**config.mk**
```make
export PLATFORM = sky130hd
export DESIGN_NAME = board_ctl_regs
export DESIGN_NICKNAME = d
export VERILOG_FILES = /design/src/rtl/board_ctl_regs.sv
export SDC_FILE = /design/constraint.sdc
export NUM_CORES = 1
export LEC_CHECK = 0
export BUFFER_PORTS_ARGS = -buffer_cell sky130_fd_sc_hd__buf_2
export CAP_MARGIN = 20
export CORE_ASPECT_RATIO = 0.5
export CORE_MARGIN = 2
export CORE_UTILIZATION = 45
export CTS_BUF_LIST = sky130_fd_sc_hd__clkbuf_16
export DETAILED_ROUTE_END_ITERATION = 8
export PLACE_DENSITY = 0.73
export SLEW_MARGIN = 15
export SYNTH_ARGS = -nofsm -noshare
export SYNTH_HDL_FRONTEND = slang
export SYNTH_SLANG_ARGS = --single-unit
```
**constraint.sdc**
```tcl
create_clock -name clk -period 1.8 [get_ports clk]
set_input_delay 0.18 -clock clk [delete_from_list [all_inputs] [get_ports clk]]
set_output_delay 0.18 -clock clk [all_outputs]
set_load 0.01 [all_outputs]
```
**src/rtl/board_ctl_regs.sv**
```systemverilog
module board_ctl_regs #(
  parameter bit       BIG_ENDIAN = 1'b0,
  parameter int       OFF_W      = 20,
  parameter logic [7:0] RST_KEY  = 8'h42
) (
  input  logic        clk,
  input  logic        rst_n,
  input  logic [31:0] bus_addr,
  input  logic        bus_wr,
  input  logic [31:0] bus_wdata,
  output logic [31:0] bus_rdata,
  output logic [7:0]  led_out,
  output logic [63:0] disp_chars,
  output logic        disp_update,
  output logic        sys_reset_req,
  output logic [7:0]  brk_out,
  output logic [7:0]  gpo_out,
  output logic [1:0]  i2c_oe,
  output logic        scl_out,
  output logic        sda_out,
  input  logic        sda_in
);
  localparam logic [OFF_W-1:0] A_SWITCH = 'h200;
  localparam logic [OFF_W-1:0] A_STATUS = 'h208;
  localparam logic [OFF_W-1:0] A_JUMPER = 'h210;
  localparam logic [OFF_W-1:0] A_LED    = 'h408;
  localparam logic [OFF_W-1:0] A_HEXW   = 'h410;
  localparam logic [OFF_W-1:0] A_CHAR0  = 'h418;
  localparam logic [OFF_W-1:0] A_CHAR7  = 'h450;
  localparam logic [OFF_W-1:0] A_SWRST  = 'h500;
  localparam logic [OFF_W-1:0] A_BRK    = 'h508;
  localparam logic [OFF_W-1:0] A_GPO    = 'h a00;
  localparam logic [OFF_W-1:0] A_GPI    = 'h a08;
  localparam logic [OFF_W-1:0] A_I2CIN  = 'h b00;
  localparam logic [OFF_W-1:0] A_I2COE  = 'h b08;
  localparam logic [OFF_W-1:0] A_I2COUT = 'h b10;
  localparam logic [OFF_W-1:0] A_I2CSEL = 'h b18;
  localparam logic [31:0] STATUS_VAL = BIG_ENDIAN ? 32'h12 : 32'h10;
  localparam logic [31:0] I2CIN_VAL  = 32'h3;

  logic [OFF_W-1:0] off, char_rel;
  logic [7:0]  brk_q;
  logic        sel_q;
  logic [31:0] i2cout_q;
  logic        wr_hex, wr_char, wr_rst;
  logic [2:0]  char_idx;
  logic        unused_hi;

  assign off       = bus_addr[OFF_W-1:0];
  assign unused_hi = ^bus_addr[31:OFF_W];
  assign char_rel  = off - A_CHAR0;
  assign char_idx  = char_rel[5:3];
  assign wr_hex    = bus_wr && off == A_HEXW;
  assign wr_char   = bus_wr && off >= A_CHAR0 && off <= A_CHAR7 && off[2:0] == 3'b000;
  assign wr_rst    = bus_wr && off == A_SWRST && bus_wdata == {24'h0, RST_KEY};

  assign brk_out = brk_q;
  assign scl_out = i2cout_q[1];
  assign sda_out = i2cout_q[0];

  function automatic logic [7:0] hex_ascii(input logic [3:0] n);
    return (n < 4'd10) ? 8'h30 + {4'h0, n} : 8'h37 + {4'h0, n};
  endfunction

  always_ff @(posedge clk or negedge rst_n) begin
    if (!rst_n) begin
      led_out       <= 8'h00;
      brk_q         <= 8'h0A;
      gpo_out       <= 8'h00;
      i2c_oe        <= 2'b00;
      i2cout_q      <= 32'h3;
      sel_q         <= 1'b1;
      disp_chars    <= {8{8'h20}};
      disp_update   <= 1'b0;
      sys_reset_req <= 1'b0;
    end else begin
      disp_update   <= wr_hex || wr_char;
      sys_reset_req <= wr_rst;
      if (bus_wr) begin
        case (off)
          A_LED:    led_out  <= bus_wdata[7:0];
          A_BRK:    brk_q    <= bus_wdata[7:0];
          A_GPO:    gpo_out  <= bus_wdata[7:0];
          A_I2COE:  i2c_oe   <= bus_wdata[1:0];
          A_I2COUT: i2cout_q <= bus_wdata;
          A_I2CSEL: sel_q    <= bus_wdata[0];
          default: ;
        endcase
      end
      if (wr_hex)
        for (int p = 0; p < 8; p++)
          disp_chars[8*p +: 8] <= hex_ascii(bus_wdata[28-4*p +: 4]);
      if (wr_char)
        disp_chars[8*char_idx +: 8] <= bus_wdata[7:0];
    end
  end

  always_comb begin
    case (off)
      A_SWITCH: bus_rdata = 32'h0;
      A_STATUS: bus_rdata = STATUS_VAL;
      A_JUMPER: bus_rdata = 32'h0;
      A_LED:    bus_rdata = {24'h0, led_out};
      A_BRK:    bus_rdata = {24'h0, brk_q};
      A_GPO:    bus_rdata = {24'h0, gpo_out};
      A_GPI:    bus_rdata = sel_q ? i2cout_q : 32'h0;
      A_I2CIN:  bus_rdata = {I2CIN_VAL[31:1], sda_in};
      A_I2COE:  bus_rdata = {30'h0, i2c_oe};
      A_I2COUT: bus_rdata = i2cout_q;
      A_I2CSEL: bus_rdata = {31'h0, sel_q};
      default:  bus_rdata = 32'h0;
    endcase
  end
endmodule

```
## Yosys cells after proc, flatten, opt, wreduce, memory -nomap -nowiden

Index checks and enable logic that the tools add are counted.
Widths: inputs -> output; s select.

- Register bits after elaboration: 125
- Input bits: 68

- $add $sub $neg: 18
- Shifts and indexed selects: 2
- Reductions and logical operators: 14
- Order comparisons: 10
- Equality and inequality tests: 12
- Multiplexer cells: 13

Operators by type and width:

| kind | number |
|---|---|
| $pmux 32 s9 | 1 |
| $mux 64 | 2 |
| $eq 20x12->1 const B | 6 |
| $add 6x4->7 const A | 16 |
| $eq 20x11->1 const B | 4 |
| $bwmux 64 | 1 |
| $shift 8x34->64 const A | 1 |
| $shiftx 8x34->64 | 1 |
| $mux 7 | 8 |
| $neg 6->34 | 1 |
| $eq 32x7->1 const B | 1 |
| $lt 4x4->1 const B | 8 |
| $mux 32 | 1 |
| $eq 20x10->1 const B | 1 |
| $ge 20x11->1 const B | 1 |
| $le 20x11->1 const B | 1 |
| $reduce_and 2->1 | 6 |
| $logic_and 1x1->1 | 6 |
| $sub 6x5->6 const B | 1 |
| $logic_not 3->1 | 1 |
| $logic_or 1x1->1 | 1 |

## Longest topological paths before layout

Gate-level depths: netlist (run 1).

- Depth in word-level cells: 5
- Depth in mapped cells: 10

## Worst setup path after synthesis (run 1)

Ideal clock, no wire load.

- Path type: input -> register
- From: in bus_addr[3]
- To: reg disp_chars[36]
- Path buffers: 2
- Data arrival time: 2090 ps
- Cell stages on the path: 10
- Slack: -385 ps
- Cells stage by stage: ha_1 xor2_1 ha_1 clkbuf_8 and3b_1 nor2b_1 nor3b_2 buf_4 nand3_1 o31ai_1

- Longest elaborated chain between the ends: 5
- Elaborated cells on any way between the ends: 14
- Classes of those cells: 2 x add/sub; 2 x order compare; 1 x eq/ne; 2 x shift; 3 x mux; 4 x reduce/logical

RTL lines:

| item | line | RTL |
|---|---|---|
| start: declaration | 8 | `input logic [31:0] bus_addr,` |
| $sub 6x5->6, or another cell as far along | 51 | `assign char_rel = off - A_CHAR0;` |
| $neg 6->34, or another cell as far along | 94 | `disp_chars[8*char_idx +: 8] <= bus_wdata[7:0];` |
| $shiftx 8x34->64, or another cell as far along | 94 |  |
| $bwmux 64 or $logic_and 1x1->1 (tied branches) | 94, 54 |  |
| $mux 64 * | 93 | `if (wr_char)` |
| end signal: assignment | 73 | `disp_chars <= {8{8'h20}};` |
| end signal: indexed assignment | 92 | `disp_chars[8*p +: 8] <= hex_ascii(bus_wdata[28-4*p +: 4]);` |
| end signal: indexed assignment | 94 |  |
| end: declaration | 13 | `output logic [63:0] disp_chars,` |

Every way passes the cells marked *; elsewhere a longest branch is shown, timed or not.
A chain may end at the register's enable or synchronous reset.

## Worst setup path after layout (run 1)

- From: reg gpo_out[4]
- To: out bus_rdata[4]

- Longest elaborated chain between the ends: 1

RTL lines:

| item | line | RTL |
|---|---|---|
| start: declaration | 17 | `output logic [7:0] gpo_out,` |
| start signal: assignment | 83 | `A_GPO: gpo_out <= bus_wdata[7:0];` |
| $pmux 32 s9 | 99 | `case (off)` |
| end: declaration | 11 | `output logic [31:0] bus_rdata,` |

Every way passes these cells.

==> results.md, run 1 <==
* Met1 Use GR at about a third
* Final RePlAce weighted congestion at approximately 0.9
* R2R Path Start: disp_chars[61]
* Maximum clock frequency at 500 MHz
* WHS at between 0.08 and 0.09 ns
* Power Dens Cells at 733 nW/µm²
* ANT cells at 0
* CTS clock-pin slew for the worst setup and hold paths at ~0.060 ns
* Layout cells sized above 1 at a little over two fifths
* Synth top area cells: dfrtp_1, mux2i_1, mux2_2
* Max-cap violations at 0
* Met2 usage at between 40% and 50%
* Min Tclk post-route at about 2.0 ns
* Final Cycle Share at 111%
* CTS tree: done
* Setup CP Type: reg -> out
* Placed cell area at ~8900 µm²
* Worst skew pair latency at around 0.4 ns
* Synth Area in Compound Gates at approximately 13%
* Hold Path Cell Cnt at 2
* First-pass GRT wire length at roughly 34,000 µm
* Syn Nets at roughly 780
* DRC viols at 0
* Flops & latches, synth at 125
* Final WS setup at -0.199 ns
* Number of buffers created by CTS at 17
* Main flop type after synthesis: dfrtp_1
* Mapped cell area at between 7000 and 8000 µm²
* Final Skew at 0 ns
* Die width at between 150 and 200 µm
* Min-delay src: bus_wdata[26]
* Mux cell area share after synthesis at roughly an eighth
* Port Buf Inserts at 181
* Cells on worst reg2reg path at 3
* NumNets Final at around 1,000
* CP endpoint kind: output pin
* Setup violators final at 32
* RSZ-0062 raised after global routing: true
* Post-Syn Instances at ~690
* Status: finished, violations left
* Largest family of logic cells by synthesized area: simple AND/OR/NAND/NOR gates
* Clock Sinks at around 130
* Initial antenna violation count at 0
* Pre-CTS setup slack at -0.419 ns
* Row count at 32
* Worst setup startpoint: gpo_out[4]
* ANT nets after route at 0
* Congestion Overflow GR at 0
* Worst vdd ir at between 600 and 700 µV
* Syn avg cell area at approximately 10 µm²
* Max-slew headroom at 62.7%
* Core ar. at approximately 15,000 µm²
* GRT Util Overall at a little over a quarter
* Fill cells at between 1,000 and 1,500
* CTS root buf: clkbuf_16
* Max Root-Sink Buffers at 2
* Seq/Total Area, Yosys at between 40% and 50%
* Largest net degree at the start of global routing at 50
* Largest area contributor in the netlist: dfrtp_1
* Yosys top cell area share at roughly 40%
* P_leak at a little over 5 nW
* P&R area growth vs syn at 38.5%
* EDFF count, synth at 0
* Vias in the first global route at around 6,400
* Fin. Hold Viols at 0
* Critical Path RT at roughly 1.6 ns
* Die Height at approximately 92 µm
* WP data arrival at 1.82 ns
* Via count at between 6,000 and 7,000
* Drt first pass iters at 5
* Initial DRC count at roughly 550
* Met3 GRT Util at between 5 and 6%
* Post-DP HPWL at roughly 16,000 µm
* Vias per inst at 5.47
* Post-synthesis simple-gate area fraction at roughly a fifth
* Reg2reg setup slack at roughly 0.78 ns
* I/O Pins at around 190
* Async SR Flop Fraction at 100%
* Post-Synth Adder-Cell Area at under 10%
* Crit start category: register
* Crit path max fanout at 2
* Die Footprint at ~17,000 µm²
* H-tree depth at 4
* Total negative slack at -4.82 ns
* Fin area at just under 10,000 µm²
* Failing checks: setup timing
* GR peak layer: met2
* Initial core utilization at roughly 46%
* HP Class: in -> reg
* Fin. max-slew vios at 0
* Drt total wl at 21,800 µm
* Worst Tran Pin Value at 0.554 ns
* Overall power at just over 7 mW
* Post-Synth XOR/XNOR Area at less than 1%
* Ys Warns at 0
* Drt wl/cell at 18.6 µm
* Yosys cell types at 73
## cell families (layout without fill, tap and decap cells)
family,Yosys count,after routing
simple gates,238,238
compound gates,152,152
flops,125,125
mux,88,88
buf+inv,60,337
fa+ha+maj,22,22
xor+xnor,8,8
## cell usage after synthesis, types with 3 or more instances
cell type / count
inv_1: 19
and3_1: 7
nand4b_1: 3
nand2b_1: 7
or3_1: 3
o31ai_1: 3
dfstp_2: 13
dfrtp_1: 112
nor4_1: 6
nor2b_1: 8
mux2i_1: 52
o21bai_1: 5
o21ai_1: 8
clkbuf_1: 17
mux2_2: 36
buf_6: 6
a221o_1: 5
a211oi_1: 10
a21oi_1: 48
nand4_4: 3
nand4_1: 3
nor2_1: 29
nand2_1: 95
nor3_1: 6
o21ai_0: 45
o211ai_1: 4
nor3b_1: 4
and2_1: 25
nand3_1: 14
a22oi_1: 9
buf_2: 11
xnor2_1: 7
ha_1: 22
nor4_4: 3
## where the power goes
part | leakage (nW) | internal [mW] | switching [mW]
Clock | 0.306 | 2.32 | 1.32
Combinational | 3.14 | 0.270 | 0.404
Sequential | 1.70 | 2.81 | 0.0000827
## path summary, 6_finish.rpt
path,to
max,bus_rdata[4]
min,i2cout_q[26]
max reg2reg,disp_chars[61]
min reg2reg,i2cout_q[21]
max in group asynchronous,sel_q
min in group asynchronous,i2cout_q[6]
## cells in the final DEF (no fill, tap or decap), types with 25 or more instances in the layout
| master | instances |
|---|---|
| a21oi_1 | 46 |
| and2_1 | 25 |
| buf_2 | 177 |
| buf_4 | 91 |
| dfrtp_1 | 112 |
| mux2_2 | 35 |
| mux2i_1 | 52 |
| nand2_1 | 94 |
| nor2_1 | 27 |
| o21ai_0 | 45 |
## registers in the layout, summed over array words and instances, names as in the netlist
register	count
disp_chars	64
i2cout_q	32
brk_out	8
gpo_out	8
led_out	8
i2c_oe	2
disp_update	1
sel_q	1
sys_reset_req	1
## critical path, cell delays in order, from the launching register on
cell	delay [ns]
dfrtp_1	0.35
nand2_1	0.05
mux2_4	0.26
nor4b_4	0.24
a21oi_2	0.06
o31ai_2	0.26
buf_2	0.19
## repair_timing
| action | CTS | global route |
|---|---|---|
| gates resized for setup | 19 | 6 |
| pin swaps | 11 | 6 |
| endpoints found under the hold margin | 102 | 0 |
| hold buffers | 1 | 0 |
| setup endpoints to repair | 33 | 35 |
| buffers inserted | 4 | 0 |
## stage by stage
stage               utilization [%]  cells
floorplan                         -    693
global placement               58.2   1137
detailed placement             58.2   1137
CTS                            63.2   1174
global route                   63.4   1174
finish                         63.4   1174
## metal layers
metal	wire length [µm]	up-vias	part of all wire (%)
met5	0	-	0
met4	351	0	1.6
met3	1330	25	6.1
met2	10600	235	49
met1	9540	3170	44
li1	-	2990	-
## cell type report
class,count,area (µm²),area share (%)
clock inverter,15,196,2.02
multi-input combinational,508,3760,38.6
sequential,125,3140,32.3
timing repair buffer,286,1880,19.3
tap,204,255,2.62
clock buffer,17,425,4.37
inverter,19,71.3,0.733
(Power assumes the default switching activity.)
==> inputs of run 2 (changes only) <==
Settings changed: CORE_UTILIZATION 45 to 35, PLACE_DENSITY 0.73 to unset.
==> run 2 against run 1 <==
The flow still finishes with violations (setup timing). Die area grew 28%. Via count shrank 1.1%. Global-route usage shrank 4.5 points. Non-clock buffer count grew 3. Sequential cell count is the same. Final cell count grew 5.6%. Sequential share of layout area shrank 0.33 points. Sequential power is essentially flat. Final area grew 1.0%. First-iteration DRC count shrank 30%. Critical path type unchanged. Critical endpoint unchanged.
==> results.md, run 2 (synthesized netlist as in run 1, its figures left out) <==
* Status: finished, violations left
* Failing checks: setup timing
* Worst setup startpoint: gpo_out[4]
* RSZ-0062 raised after global routing: true
* Most frequent cells in the layout: buf_2, dfrtp_1, nand2_1, buf_4, mux2i_1
* Congestion Overflow GR at 0
* Row count at 36
* Setup CP Type: reg -> out
* Worst skew pair latency at just over 0.4 ns
* Cells on worst reg2reg path at 3
* Vias per inst at 5.12
* DRC viols at 0
* Worst vdd ir at between 600 and 700 µV
* CTS tree: done
* P_leak at just over 5 nW
* CP endpoint kind: output pin
* Most common cell after layout, fill and taps aside: buf_2
* RR Endpoint: disp_chars[61]
* H-tree depth at 4
* NumNets Final at approximately 1,100
* Largest net degree at the start of global routing at 50
* Number of buffers created by CTS at 17
* I/O Pins at 194
* First-pass GRT wire length at 35,800 µm
* Initial antenna violation count at 0
* R2R Path Start: disp_chars[61]
* Die Height at ~100 µm
* P&R area growth vs syn at 40.0%
* Placed cell area at 9060 µm²
* Final Skew at 0 ns
* Max-slew headroom at 58.4%
* Die width at roughly 200 µm
* Worst Tran Pin Value at just over 0.6 ns
* Max-cap violations at 0
* Vias in the first global route at around 6,500
* Drt total wl at about 23,000 µm
* Critical Path RT at ~1.6 ns
* Final Cycle Share at 113%
* Crit path max fanout at 2
* Placed Cells at ~1,200
* Biggest register: disp_chars
* Final RePlAce weighted congestion at ~0.9
* Port Buf Inserts at ~180
* CTS clock-pin slew for the worst setup and hold paths at 0.07 ns
* ANT nets after route at 0
* Power Dens Cells at just under 700 nW/µm²
* Drt wl/cell at approximately 19 µm
* Post-DP HPWL at approximately 18,000 µm
* Total negative slack at -6.12 ns
* GRT Util Overall at between 20 and 25%
* Fin area at 9830 µm²
* Min Tclk post-route at slightly above 2 ns
* Initial DRC count at 380
* Initial core utilization at between 30 and 40%
* CTS root buf: clkbuf_16
* Clock Sinks at ~130
* WP data arrival at roughly 1.9 ns
* Capture point of the critical path: bus_rdata[4]
* Setup violators final at 32
* Drt first pass iters at 5
* Core ar. at 19,500 µm²
* Fin cells at between 1,000 and 1,500
* Top flop regs: disp_chars: 64 flops, i2cout_q: 32 flops
* Layout cells sized above 1 at a little over two fifths
* HP Class: in -> reg
* Via count at about 6,400
* Max Root-Sink Buffers at 2
* Maximum clock frequency at ~490 MHz
* Fin. Hold Viols at 0
* Max FFs per register at 64
* Final WS setup at -0.241 ns
* Fin. max-slew vios at 0
* Crit start category: register
* Die Footprint at 21,300 µm²
* Reg2reg setup slack at approximately 0.79 ns
==> run 2: worst min path at each step <==
| stage | startpoint | end | slack, ns | depth (start not counted) |
|---|---|---|---|---|
| finish | bus_wdata[26] | i2cout_q[26] | 0.08 | 2 |
| global route | bus_wdata[26] | i2cout_q[26] | 0.08 | 2 |
| CTS | bus_wdata[26] | i2cout_q[26] | 0.06 | 2 |
| detailed placement | rst_n | brk_out[6] | 0.13 | 1 |
| global placement | rst_n | gpo_out[3] | 0.13 | 1 |
| floorplan | rst_n | brk_out[0] | -0.12 | 0 |
==> run 2: area by class of cell <==
cell class	instances	area [µm²]
Fill cell	1854	9720
Multi-Input combinational cell	508	3780
Sequential cell	125	3140
Timing Repair Buffer	289	1920
Clock buffer	17	425
Tap cell	266	333
Clock inverter	15	148
Inverter	19	71.3
Antenna cell	1	2.50
==> run 2: power by group <==
part / internal [mW] / switching [mW] / total [mW]
combinational: 0.260 / 0.403 / 0.663
sequential: 2.81 / 0.0000871 / 2.81
clock: 2.03 / 1.33 / 3.36
total: 5.10 / 1.73 / 6.83
==> run 2: metal layers <==
metal / GRT usage (%) / vias up / part of all wire (%)
li1: - / 2997 / -
met1: 28.7 / 3193 / 45
met2: 36.8 / 139 / 49
met3: 4.73 / 21 / 4.7
met4: 5.54 / 0 / 1.3
met5: 0 / - / 0
==> run 2: through the flow <==
stage | hold WS [ns] | utilization (%) | setup WS, ns | power [mW]
6_report | 0.0759 | 50.3 | -0.241 | 6.83
5_1_grt | 0.0824 | 50.3 | -0.307 | 7.06
4_1_cts | 0.0588 | 50.0 | -0.274 | 6.88
3_5_place_dp | 0.126 | 46.4 | -0.375 | 3.50
3_3_place_gp | 0.127 | 46.4 | -0.344 | 3.50
2_1_floorplan | -0.116 | - | -0.198 | 3.13
==> run 2: worst max-delay path: stages, from the launching register on <==
cell	delay [ns]
dfrtp_1	0.37
nand2_1	0.07
mux2_4	0.28
nor4b_4	0.24
a21oi_2	0.07
o31ai_2	0.24
buf_2	0.18
==> run 2: what timing repair did <==
item                                    in CTS  in global routing
endpoints found under the setup margin      32                 34
buffers inserted                             1                  3
gates resized for setup                     23                  6
pin swaps                                    4                  5
hold endpoints to repair                    24                  0
hold buffers                                 1                  0
